File: src/rtl/cs_guard_pkg.sv
package cs_guard_pkg;
  localparam int CFG_W = 16;
  localparam int WS_W  = 3;

  typedef struct packed {
    logic            ro;
    logic            sop;
    logic            rop;
    logic [1:0]      upsiz;
    logic [1:0]      rsv;
    logic            flash;
    logic            wide;
    logic [2:0]      rsiz;
    logic [WS_W-1:0] ws;
    logic            en;
  } cs_cfg_t;

  typedef enum logic [1:0] {ST_IDLE, ST_ACT, ST_DONE} cyc_st_e;
endpackage

File: src/rtl/cs_cfg_reg.sv
module cs_cfg_reg
  import cs_guard_pkg::*;
(
  input  logic             clk_i,
  input  logic             rst_ni,
  input  logic             we_i,
  input  logic [CFG_W-1:0] wdata_i,
  output cs_cfg_t          cfg_o
);
  cs_cfg_t cfg_q, cfg_d;

  always_comb begin
    cfg_d     = cs_cfg_t'(wdata_i);
    cfg_d.rsv = '0;  // reserved bits never stored
  end

  always_ff @(posedge clk_i or negedge rst_ni) begin
    if (!rst_ni)   cfg_q <= '0;
    else if (we_i) cfg_q <= cfg_d;
  end

  assign cfg_o = cfg_q;
endmodule

File: src/rtl/cs_region_chk.sv
module cs_region_chk #(
  parameter int                ADDR_W       = 24,
  parameter int                MIN_BLK_LOG2 = 15,
  parameter logic [ADDR_W-1:0] BASE_ADDR    = 'h400000
) (
  input  logic [ADDR_W-1:0] addr_i,
  input  logic [2:0]        rsiz_i,
  input  logic [1:0]        upsiz_i,
  input  logic              ro_i,
  input  logic              sop_i,
  input  logic              rop_i,
  input  logic              wr_i,
  input  logic              super_i,
  input  logic              berr_en_i,
  output logic              hit_o,
  output logic              err_o,
  output logic              mute_o
);
  localparam logic [ADDR_W-1:0] MIN_BLK = ADDR_W'(1) << MIN_BLK_LOG2;

  logic [ADDR_W-1:0] mask, up_size, offset;
  logic              prot, ro_v, sop_v, rop_v;

  always_comb begin
    mask    = (MIN_BLK << rsiz_i) - ADDR_W'(1);
    up_size = MIN_BLK << upsiz_i;
    offset  = addr_i & mask;
    hit_o   = (addr_i & ~mask) == (BASE_ADDR & ~mask);
    prot    = offset >= up_size;
    ro_v    = ro_i & wr_i;
    sop_v   = prot & sop_i & ~super_i;
    rop_v   = prot & rop_i & wr_i;
    // protected-block read-only error is not gated by the global enable
    err_o   = rop_v | (berr_en_i & (ro_v | sop_v));
    mute_o  = ro_v | sop_v;
  end
endmodule

File: src/rtl/cs_cycle_fsm.sv
module cs_cycle_fsm
  import cs_guard_pkg::*;
(
  input  logic            clk_i,
  input  logic            rst_ni,
  input  logic            start_i,
  input  logic            strobe_i,
  input  logic            err_i,
  input  logic            mute_i,
  input  logic            wr_i,
  input  logic            lb_i,
  input  logic            ub_i,
  input  logic            wide_i,
  input  logic            flash_i,
  input  logic [WS_W-1:0] ws_i,
  output logic            cs_no,
  output logic            lwe_no,
  output logic            uwe_no,
  output logic            ack_o,
  output logic            berr_o
);
  cyc_st_e         st_q;
  logic [WS_W-1:0] cnt_q;
  logic            weon_q, wr_q, lo_q, hi_q, berr_q;
  logic            act;

  always_ff @(posedge clk_i or negedge rst_ni) begin
    if (!rst_ni) begin
      st_q   <= ST_IDLE;
      cnt_q  <= '0;
      weon_q <= 1'b0;
      wr_q   <= 1'b0;
      lo_q   <= 1'b0;
      hi_q   <= 1'b0;
      berr_q <= 1'b0;
    end else begin
      berr_q <= 1'b0;
      unique case (st_q)
        ST_IDLE: if (start_i) begin
          if (err_i) begin
            berr_q <= 1'b1;
            st_q   <= ST_DONE;
          end else begin
            st_q   <= ST_ACT;
            cnt_q  <= ws_i;
            weon_q <= ~(flash_i & wr_i);  // flash writes lag chip-select
            wr_q   <= wr_i & ~mute_i;
            lo_q   <= wide_i ? lb_i : (lb_i | ub_i);
            hi_q   <= wide_i & ub_i;
          end
        end
        ST_ACT: begin
          if (!weon_q)           weon_q <= 1'b1;
          else if (cnt_q != '0)  cnt_q  <= cnt_q - 1'b1;
          else                   st_q   <= ST_DONE;
        end
        ST_DONE: if (!strobe_i) st_q <= ST_IDLE;
        default: st_q <= ST_IDLE;
      endcase
    end
  end

  assign act    = (st_q == ST_ACT);
  assign cs_no  = ~act;
  assign lwe_no = ~(act & weon_q & wr_q & lo_q);
  assign uwe_no = ~(act & weon_q & wr_q & hi_q);
  assign ack_o  = act & weon_q & (cnt_q == '0);
  assign berr_o = berr_q;
endmodule

File: src/rtl/cs_guard.sv
module cs_guard
  import cs_guard_pkg::*;
#(
  parameter int                ADDR_W       = 24,
  parameter int                MIN_BLK_LOG2 = 15,
  parameter logic [ADDR_W-1:0] BASE_ADDR    = 'h400000
) (
  input  logic              clk_i,
  input  logic              rst_ni,
  input  logic              cfg_we_i,
  input  logic [CFG_W-1:0]  cfg_wdata_i,
  output logic [CFG_W-1:0]  cfg_rdata_o,
  input  logic              berr_en_i,
  input  logic              strobe_i,
  input  logic [ADDR_W-1:0] addr_i,
  input  logic              wr_i,
  input  logic              super_i,
  input  logic              lb_i,
  input  logic              ub_i,
  output logic              cs_no,
  output logic              lwe_no,
  output logic              uwe_no,
  output logic              ack_o,
  output logic              berr_o
);
  cs_cfg_t cfg;
  logic    hit, err, mute, start;

  cs_cfg_reg u_cfg (
    .clk_i   (clk_i),
    .rst_ni  (rst_ni),
    .we_i    (cfg_we_i),
    .wdata_i (cfg_wdata_i),
    .cfg_o   (cfg)
  );

  cs_region_chk #(
    .ADDR_W       (ADDR_W),
    .MIN_BLK_LOG2 (MIN_BLK_LOG2),
    .BASE_ADDR    (BASE_ADDR)
  ) u_region (
    .addr_i    (addr_i),
    .rsiz_i    (cfg.rsiz),
    .upsiz_i   (cfg.upsiz),
    .ro_i      (cfg.ro),
    .sop_i     (cfg.sop),
    .rop_i     (cfg.rop),
    .wr_i      (wr_i),
    .super_i   (super_i),
    .berr_en_i (berr_en_i),
    .hit_o     (hit),
    .err_o     (err),
    .mute_o    (mute)
  );

  assign start = strobe_i & hit & cfg.en;

  cs_cycle_fsm u_fsm (
    .clk_i    (clk_i),
    .rst_ni   (rst_ni),
    .start_i  (start),
    .strobe_i (strobe_i),
    .err_i    (err),
    .mute_i   (mute),
    .wr_i     (wr_i),
    .lb_i     (lb_i),
    .ub_i     (ub_i),
    .wide_i   (cfg.wide),
    .flash_i  (cfg.flash),
    .ws_i     (cfg.ws),
    .cs_no    (cs_no),
    .lwe_no   (lwe_no),
    .uwe_no   (uwe_no),
    .ack_o    (ack_o),
    .berr_o   (berr_o)
  );

  assign cfg_rdata_o = cfg;
endmodule

File: config.mk
export PLATFORM = sky130hd
export DESIGN_NAME = cs_guard
export DESIGN_NICKNAME = d
export VERILOG_FILES = /design/src/rtl/cs_guard_pkg.sv /design/src/rtl/cs_cfg_reg.sv /design/src/rtl/cs_region_chk.sv /design/src/rtl/cs_cycle_fsm.sv /design/src/rtl/cs_guard.sv
export SDC_FILE = /design/constraint.sdc
export NUM_CORES = 1
export LEC_CHECK = 0
export BUFFER_PORTS_ARGS = -buffer_cell sky130_fd_sc_hd__buf_2
export CAP_MARGIN = 15
export CORE_MARGIN = 3
export CORE_UTILIZATION = 44
export CTS_BUF_LIST = sky130_fd_sc_hd__clkbuf_2
export DETAILED_ROUTE_END_ITERATION = 7
export PLACE_DENSITY = 0.84
export SLEW_MARGIN = 10
export SYNTH_ARGS = -nofsm -noshare
export SYNTH_HDL_FRONTEND = slang
export SYNTH_SLANG_ARGS = --single-unit
export TNS_END_PERCENT = 100
File: constraint.sdc
create_clock -name clk_i -period 3.1 [get_ports clk_i]
set_input_delay 0.465 -clock clk_i [delete_from_list [all_inputs] [get_ports clk_i]]
set_output_delay 0.465 -clock clk_i [all_outputs]
set_load 0.05 [all_outputs]
* After elaboration in Yosys (flattened, before gate mapping)
Index checks and enable logic that the tools add are counted.
** Operators by class
- Add/sub/neg operators :: 2
- Bitwise logic cells :: 29
- Reduce and logical (&&, ||, !) cells :: 8
- $lt $le $gt $ge :: 1
- Mux-type cells :: 18
- Shifts and indexed selects :: 2
- Equality and inequality tests :: 9
** Operator list (number)
- $and A24 B24 Y24 :: 2
- $eq A24 B23 Y1 :: 1
- $ge A24 B24 Y1 :: 1
- $not A24 Y24 :: 1
- $shl A16 B2 Y24 const A :: 1
- $shl A16 B3 Y24 const A :: 1
- $sub A24 B1 Y24 const B :: 1
- $and A1 B1 Y1 :: 16
- $mux W3 :: 4
- $mux W2 :: 5
- $ne A2 B2 Y1 const B :: 5
- $not A1 Y1 :: 7
- $mux W1 :: 6
- $pmux W2 S3 :: 1
- $pmux W3 S2 :: 1
- $reduce_and A3 Y1 :: 2
- $reduce_and A5 Y1 :: 1
- $reduce_and A4 Y1 :: 1
- $logic_not A3 Y1 :: 1
- $or A1 B1 Y1 :: 3
- $reduce_bool A3 Y1 :: 1
- $sub A3 B1 Y3 const B :: 1
- $eq A2 B1 Y1 const B :: 1
- $eq A2 B2 Y1 const B :: 1
- other kinds (4) :: 4
** Storage, ports and cells
- Output and inout port bits :: 21
- Bits of input ports :: 49
- Register bits after elaboration :: 24
- Logic and storage cells :: 85

* Longest topological paths before layout
Gate-level depths: netlist of run 1.
- Depth after elaboration :: 12
- Mapped depth :: 15
- Mapped depth without buffers :: 13

* Hierarchy
A second synthesis of run 1 with hierarchy kept.
** Unflattened totals
- Cells, all modules :: 135
- Area total of the unflattened synthesis :: 1391.3 µm²
** Modules (own cells, without submodules)
- cs_cfg_reg :: area an instance 538.0 µm², cells each 32, instances 1, seq. area each 350.3 µm²
- cs_cycle_fsm :: area an instance 529.3 µm², cells each 56, instances 1, seq. area each 250.2 µm²
- cs_region_chk :: area an instance 317.8 µm², cells each 46, instances 1, seq. area each 0.0 µm²
- cs_guard :: area an instance 6.3 µm², cells each 1, instances 1, seq. area each 0.0 µm²

* Least setup slack after synthesis of run 1
Ideal clock, no wire load.
- Path type :: register -> register
- From :: reg u_cfg.cfg_q (netlist bit u_cfg.cfg_o[5])
- To :: reg u_fsm.weon_q
- Path buffers :: 2
- Data required time :: 2.972 ns
- Cell stages (with the launch flop) :: 15
- Setup time :: 0.128 ns
- Data arrival time :: 3.386 ns
- Period minus slack after synthesis :: 3.513 ns
- Setup slack :: -0.413 ns
- Cells stage by stage :: dfrtp_1 > buf_6 > or3_1 > ha_1 > buf_6 > xnor2_1 > and2_1 > ha_1 > o21ai_0 > a21o_1 > a21oi_1 > o41ai_2 > a31oi_1 > nor2_1 > mux2_1
** On the way
- Longest elaborated chain between the ends :: 11
- Elaborated cells on any way between the ends :: 19
- Classes of those cells :: 1 x add/sub; 1 x order compare; 3 x eq/ne; 1 x shift; 12 x bitwise; 1 x reduce/logical
** RTL lines
- start, declared :: RTL line cs_cfg_reg.sv:10 : cs_cfg_t cfg_q, cfg_d;
- start signal, assigned :: RTL line cs_cfg_reg.sv:19 : else if (we_i) cfg_q <= cfg_d;
- $shl A16 B3 Y24 * :: RTL line cs_region_chk.sv:25 : mask = (MIN_BLK << rsiz_i) - ADDR_W'(1);
- $sub A24 B1 Y24 * :: RTL line cs_region_chk.sv:25
- $and A24 B24 Y24 :: RTL line cs_region_chk.sv:27 : offset = addr_i & mask;
- $ge A24 B24 Y1 :: RTL line cs_region_chk.sv:29 : prot = offset >= up_size;
- $and A1 B1 Y1 (2 in series) :: RTL line cs_region_chk.sv:31 : sop_v = prot & sop_i & ~super_i;
- $or A1 B1 Y1 :: RTL line cs_region_chk.sv:34 : err_o = rop_v | (berr_en_i & (ro_v | sop_v));
- $and A1 B1 Y1 :: RTL line cs_region_chk.sv:34
- $or A1 B1 Y1 :: RTL line cs_region_chk.sv:34
- $ne A2 B2 Y1 (no source line)
- $reduce_and A3 Y1 (no source line) *
- end signal, assigned :: RTL line cs_cycle_fsm.sv:46 : weon_q <= ~(flash_i & wr_i);
- end, declared :: RTL line cs_cycle_fsm.sv:24 : logic weon_q, wr_q, lo_q, hi_q, berr_q;
Mark *: on every way between the ends. The rest lies on a longest branch, timed or not.
A chain may end at the register's enable or synchronous reset.

* Final worst setup path of run 1
- From :: reg u_cfg.cfg_q (netlist bit u_cfg.cfg_o[6])
- To :: reg u_fsm.cnt_q[1]
** On the way
- Longest elaborated chain between the ends :: 11
- Elaborated cells on any way between the ends :: 19
- Classes of those cells :: 1 x add/sub; 1 x order compare; 3 x eq/ne; 1 x shift; 12 x bitwise; 1 x reduce/logical
** RTL lines
- $shl A16 B3 Y24 * :: RTL line cs_region_chk.sv:25
- $sub A24 B1 Y24 * :: RTL line cs_region_chk.sv:25
- $and A24 B24 Y24 :: RTL line cs_region_chk.sv:27
- $ge A24 B24 Y1 :: RTL line cs_region_chk.sv:29
- $and A1 B1 Y1 (2 in series) :: RTL line cs_region_chk.sv:31
- $or A1 B1 Y1 :: RTL line cs_region_chk.sv:34
- $and A1 B1 Y1 :: RTL line cs_region_chk.sv:34
- $or A1 B1 Y1 :: RTL line cs_region_chk.sv:34
- $ne A2 B2 Y1 (no source line)
- $reduce_and A5 Y1 (no source line) *
- end signal, assigned :: RTL line cs_cycle_fsm.sv:45 : cnt_q <= ws_i;
- end signal, assigned :: RTL line cs_cycle_fsm.sv:54 : else if (cnt_q != '0) cnt_q <= cnt_q - 1'b1;
- end, declared :: RTL line cs_cycle_fsm.sv:23 : logic [WS_W-1:0] cnt_q;
Marked as above.

==> flow_summary.ini, run 1 <==
[run_status]
status = completed

[worst_setup_path]
crit_slowest_cell = dfrtp_2
worst_r2r_path_depth = 12
r2r_end = u_fsm.cnt_q[1]
crit_type = register to register
rrSetupSlack_ns = 0.05
critPathLaunch = u_cfg.cfg_o[6]
path_cells = or3_4 > ha_2 > xnor2_1 > and2_1 > ha_1 > o21ai_1 > a21o_1 > a21oi_2 > o41ai_4 > a31oi_2 > a211oi_2 > mux2i_1
crit_family = compound AO/OA/AOI/OAI gates
cp-end-kind = register
endpoint = u_fsm.cnt_q[1]
crit_buf_inv = 0
cpPeakStageDelay_ns = 0.45
worst-path-stages = 12
critPathLaunchType = register
cp.required_ns = 3.39
cp_max_fo = 3
cp.arrival_ns = 3.34
r2r_start = u_cfg.cfg_o[6]

[grt]
grt_pass1_wl_mm = 5.78
antenna_found_initial = 0
grt_pass1_vias = 1293
grt-ovfl-total = 0
grt_max_degree = 25
track_usage_pct = 17.1

[final_layout]
area_growth_pct = 22.7
fill_cells = 324
seq_area_sq_um = 604
multiInputGateArea_sq_um = 925
stdcell_count = 265
fin_nets = 276
layout-drive-gt1-share_pct = 44.3
antennaDiodeCount = 0

[yosys]
yosysSeqAreaShare_pct = 37.0
synthTopCellsByArea = dfrtp_1 (37%), mux2_2 (8.3%), ha_1 (5.4%), buf_4 (3.7%), nor2_1 (3.5%)
synth_area_per_cell_sq_um = 9.66
yosys_most_used_dff = dfrtp_1
ys_warn_count = 0
synthesis.instances = 168
synth-seq-cells = 24
synthArstFlopShare_pct = 100
syn_area_sq_um = 1620
synth-edff-count = 0
yosys.area.top_type = dfrtp_1
yosys.area.top_type_share_pct = 37.0
post_synth_num_cell_types = 48

[power]
power_uw = 1050
ir_worst_vdd_mv = 0.333
p_per_area_nw_per_um2 = 529
p_leak_uw = 0.000926

[timing]
rsz0062_at_grt = true
finalSetupViolCount = 0
slew_violations = 0
hold_violations = 0
max_freq_mhz = 328
relSlewSlack_pct = 65.5
fin_crit_sh_pct = 98.4
tightest_slew_ns = 0.518
setup_slack_ns = 0.0483
skew_ns = 0.0110
period_minus_slack_ns = 3.05

[clock_network]
clockBufferDepth = 2
tritoncts = built
cts_buffers = 3
h-tree-depth = 1
cts_sinks = 24
holdBufCountCts = 0
clk_latency_ns = 0.36
clock_tree.root_cell = clkbuf_2
cts.clk_slew.worst_paths_ns = 0.23

[placed_design]
dp_cells = 257
dp_slack_ns = 0.0202
gp_congestion = 0.785
hpwl_mm = 2.82
port_buffers = 50

[die]
initial_core_util_pct = 47.1
pin_count = 70
coreArea_sq_um = 3440
die_w_um = 66.7
rows = 21
die_h_um = 66.7
die_area_sq_um = 4450

[routing]
ant_nets = 0
vias = 1380
wirelength_mm = 3.63
dr.first_iter.drc_count = 48
drtPass1Iterations = 4
vias_per_cell = 5.21
routedWlPerCell_um = 13.7
drcViolationCount = 0

[worst_hold_path]
hold_class = input port to asynchronous set/reset pin

[flow_run]
drv_cap = 0
report_power, final:
part,internal (uW),switching [uW]
Clock,111,97.1
Sequential,368,47.9
Combinational,164,266
Total,642,411
Yosys cell counts (all sizes together) (2+ instances only):
master and instances:
or2 2, nor3 2, a31oi 4, nand3 6, mux2i 3, and2 4, o21ai 9, buf 12
a211oi 2, nand4 3, nor2 16, ha 7, a21oi 9, o211ai 2, nand2 11, a21o 2
nand2b 5, a2111oi 2, mux2 14, inv 11, dfrtp 24, nor2b 2
metrics by stage:
stage	hold WS [ns]	setup TNS (ns)	instance area, sq um	util, %
global route	0.0203	-0.302	1990	57.8
finish	0.0354	0	1990	57.8
detailed placement	0.472	0	1890	54.8
global placement	0.466	0	1890	54.8
CTS	0.0427	0	1930	56.1
floorplan	0.169	-0.163	1650	-
cell usage in the layout (no fill, tap or decap), types with 2 or more instances in the layout:
cell type / n
nand2_1: 11
inv_1: 10
dfrtp_2: 3
a31oi_1: 2
buf_2: 50
dfrtp_1: 21
or2_2: 2
a21o_1: 2
nor3_1: 2
conb_1: 2
nand2b_1: 5
nand3_1: 6
a21oi_1: 8
ha_1: 6
and2_1: 4
buf_4: 9
mux2_2: 12
nor2b_1: 2
a31oi_2: 2
o211ai_1: 2
clkbuf_2: 3
nor2_1: 14
mux2i_1: 3
nand4_1: 2
o21ai_0: 8
flip-flops by register name (all words and copies together), names as in the netlist:
register and flops:
u_fsm.st_q 2, u_fsm.hi_q 1, u_fsm.wr_q 1, u_fsm.cnt_q 3, u_fsm.berr_o 1, u_cfg.cfg_o 14
u_fsm.weon_q 1, u_fsm.lo_q 1
metal layers:
metal / vias up / routed length [um] / GRT usage, %
met5: - / 0 / 0
met4: 0 / 70 / 6.09
met3: 6 / 208 / 4.55
met2: 42 / 1800 / 27.6
met1: 643 / 1550 / 22.0
li1: 689 / - / -
cell families (layout without fill, tap and decap cells):
logic type / after synthesis / after routing / synth area share [%]
compound gates: 39 / 39 / 18.1
fa+ha+maj: 7 / 7 / 5.40
mux: 17 / 17 / 11.8
buf+inv: 24 / 74 / 8.79
other cells: 1 / 2 / 0.231
flops: 24 / 24 / 37.0
xor+xnor: 1 / 1 / 0.540
simple gates: 55 / 55 / 18.1
cell type report:
type | count | share of cell area [%]
Inverter | 11 | 2.07
Clock buffer | 3 | 0.754
Tap cell | 46 | 2.89
Multi-Input combinational cell | 121 | 46.4
Timing Repair Buffer | 59 | 16.0
Clock inverter | 1 | 1.51
Sequential cell | 24 | 30.4
how the worst min path moves through the flow:
stage            from        endpoint  slack, ns  cells after the start
2_1_floorplan  rst_ni  u_cfg.cfg_o[0]       0.17                      0
3_3_place_gp   rst_ni  u_cfg.cfg_o[3]       0.47                      1
3_5_place_dp   rst_ni  u_cfg.cfg_o[3]       0.47                      1
4_1_cts        rst_ni   u_fsm.st_q[0]       0.04                      1
5_1_grt        rst_ni   u_fsm.st_q[0]       0.02                      1
6_report       rst_ni  u_cfg.cfg_o[2]       0.04                      1
what timing repair did:
| item | CTS | global route |
|---|---|---|
| buffers inserted | 0 | 4 |
| endpoints found under the setup margin | 0 | 5 |
| gates resized for setup | 0 | 5 |
No activity file was read; power rests on OpenSTA's default activity.
==> inputs of run 2 (changes only) <==
--- a/config.mk
+++ b/config.mk
@@ -11,7 +11,7 @@
 export CORE_UTILIZATION = 44
 export CTS_BUF_LIST = sky130_fd_sc_hd__clkbuf_2
 export DETAILED_ROUTE_END_ITERATION = 7
-export PLACE_DENSITY = 0.84
+export PLACE_DENSITY = 0.81
 export SLEW_MARGIN = 10
 export SYNTH_ARGS = -nofsm -noshare
 export SYNTH_HDL_FRONTEND = slang
==> flow_summary.ini, run 2 (same netlist as run 1, synthesis figures left out) <==
[run_status]
status = completed

[timing]
finalSetupViolCount = 0
slew_violations = 0
fin_crit_sh_pct = 96.2
relSlewSlack_pct = 65.1
skew_ns = 0.00746
tightest_slew_ns = 0.524
max_freq_mhz = 335
setup_slack_ns = 0.117
period_minus_slack_ns = 2.98
hold_violations = 0
whs_ns = 0.0551

[power]
p_per_area_nw_per_um2 = 528
seqPwrFrac_pct = 39.6
ir_worst_vdd_mv = 0.311
switching_share_pct = 38.7
p_leak_uw = 0.000920
clkPwrFrac_pct = 19.5
switchingPower_uw = 407
combPwrFrac_pct = 40.9
p_int_uw = 646

[grt]
grt-ovfl-total = 0
grt_max_degree = 25
track_usage_pct = 15.9
grt_pass1_vias = 1140
grt_pass1_wl_mm = 5.31
antenna_found_initial = 0

[final_layout]
layout_commonest_cell = buf_2
fin_nets = 273
area_growth_pct = 22.7
layout_common_cells = buf_2 (50), dfrtp_1 (21), nor2_1 (14)
largest_reg_flops = 14
layout-drive-gt1-share_pct = 45.4
antennaDiodeCount = 0

[worst_setup_path]
worst_r2r_path_depth = 12
crit_type = register to register
critPathLaunch = u_cfg.cfg_o[6]
cp_max_fo = 3
endpoint = u_fsm.cnt_q[1]
cp-end-kind = register
cp.required_ns = 3.37
critPathLaunchType = register
r2r_end = u_fsm.cnt_q[1]
cp.arrival_ns = 3.26
rrSetupSlack_ns = 0.12
r2r_start = u_cfg.cfg_o[6]

[clock_network]
cts_buffers = 3
clk_latency_ns = 0.34
h-tree-depth = 1
holdBufCountCts = 0
cts_sinks = 24
clockBufferDepth = 2
clock_tree.root_cell = clkbuf_2
cts.clk_slew.worst_paths_ns = 0.22
tritoncts = built

[die]
pin_count = 70
initial_core_util_pct = 47.1
die_area_sq_um = 4450
coreArea_sq_um = 3440
die_w_um = 66.7
rows = 21
die_h_um = 66.7

[routing]
vias_per_cell = 5.27
drcViolationCount = 0
vias = 1381
dr.first_iter.drc_count = 48
ant_nets = 0
drtPass1Iterations = 4
routedWlPerCell_um = 13.5
wirelength_mm = 3.54

[placed_design]
gp_congestion = 0.787
dp_slack_ns = 0.0688
port_buffers = 50
hpwl_mm = 2.74

[worst_hold_path]
hold_class = input port to asynchronous set/reset pin

[flow_run]
drv_cap = 0
-- run 2: worst min-delay path by stage --
stage | from | endpoint | cells after the start
detailed placement | rst_ni | u_cfg.cfg_o[3] | 1
global placement | rst_ni | u_cfg.cfg_o[3] | 1
finish | rst_ni | u_cfg.cfg_o[2] | 1
CTS | rst_ni | u_fsm.hi_q | 1
global route | rst_ni | u_fsm.st_q[0] | 1
floorplan | rst_ni | u_cfg.cfg_o[0] | 0
-- run 2: what timing repair did --
action / 4_1_cts / 5_1_grt
resized for setup: 0 / 9
buffers inserted: 0 / 1
setup endpoints to repair: 0 / 5
-- run 2: power by group through the flow --
| stage | clock network [uW] | registers (uW) | logic [uW] |
|---|---|---|---|
| after floorplan | 0 | 450 | 289 |
| after global placement | 0 | 416 | 400 |
| after detailed placement | 0 | 420 | 410 |
| after CTS | 208 | 415 | 411 |
| after global routing | 225 | 424 | 474 |
| final | 205 | 417 | 431 |
-- run 2: metal layers --
metal | vias up | track usage [%] | wire, um
met3 | 0 | 4.05 | 282
met1 | 648 | 22.1 | 1590
met5 | - | 0 | 0
li1 | 683 | - | -
met4 | 0 | 3.05 | 0
met2 | 50 | 25.0 | 1670
-- run 2: layout make-up --
| class | instances | area, sq um |
|---|---|---|
| Fill cell | 314 | 1450 |
| Multi-Input combinational cell | 121 | 948 |
| Sequential cell | 24 | 604 |
| Timing Repair Buffer | 56 | 295 |
| Tap cell | 46 | 57.6 |
| Inverter | 11 | 41.3 |
| Clock inverter | 1 | 30.0 |
| Clock buffer | 3 | 15.0 |
-- run 2: per-stage QoR --
step           instances  power, uW  instance area, sq um  utilization [%]  setup TNS, ns
3_5_place_dp         257        830                  1890             54.8              0
5_1_grt              262       1120                  1990             57.9         -0.112
6_report             262       1050                  1990             57.9              0
3_3_place_gp         257        816                  1890             54.8              0
4_1_cts              261       1030                  1930             56.1              0
2_1_floorplan        169        740                  1650                -         -0.163
-- run 2: worst max-delay path, cell delays in order (launching register included) --
cell and delay (ns):
dfrtp_2 0.45, or3_4 0.41, ha_4 0.19, xnor2_2 0.12, and2_4 0.14, ha_4 0.20
o21ai_1 0.13, a21o_1 0.15, a21oi_2 0.07, o41ai_2 0.29, a31oi_2 0.18, a211oi_2 0.32
mux2i_1 0.26
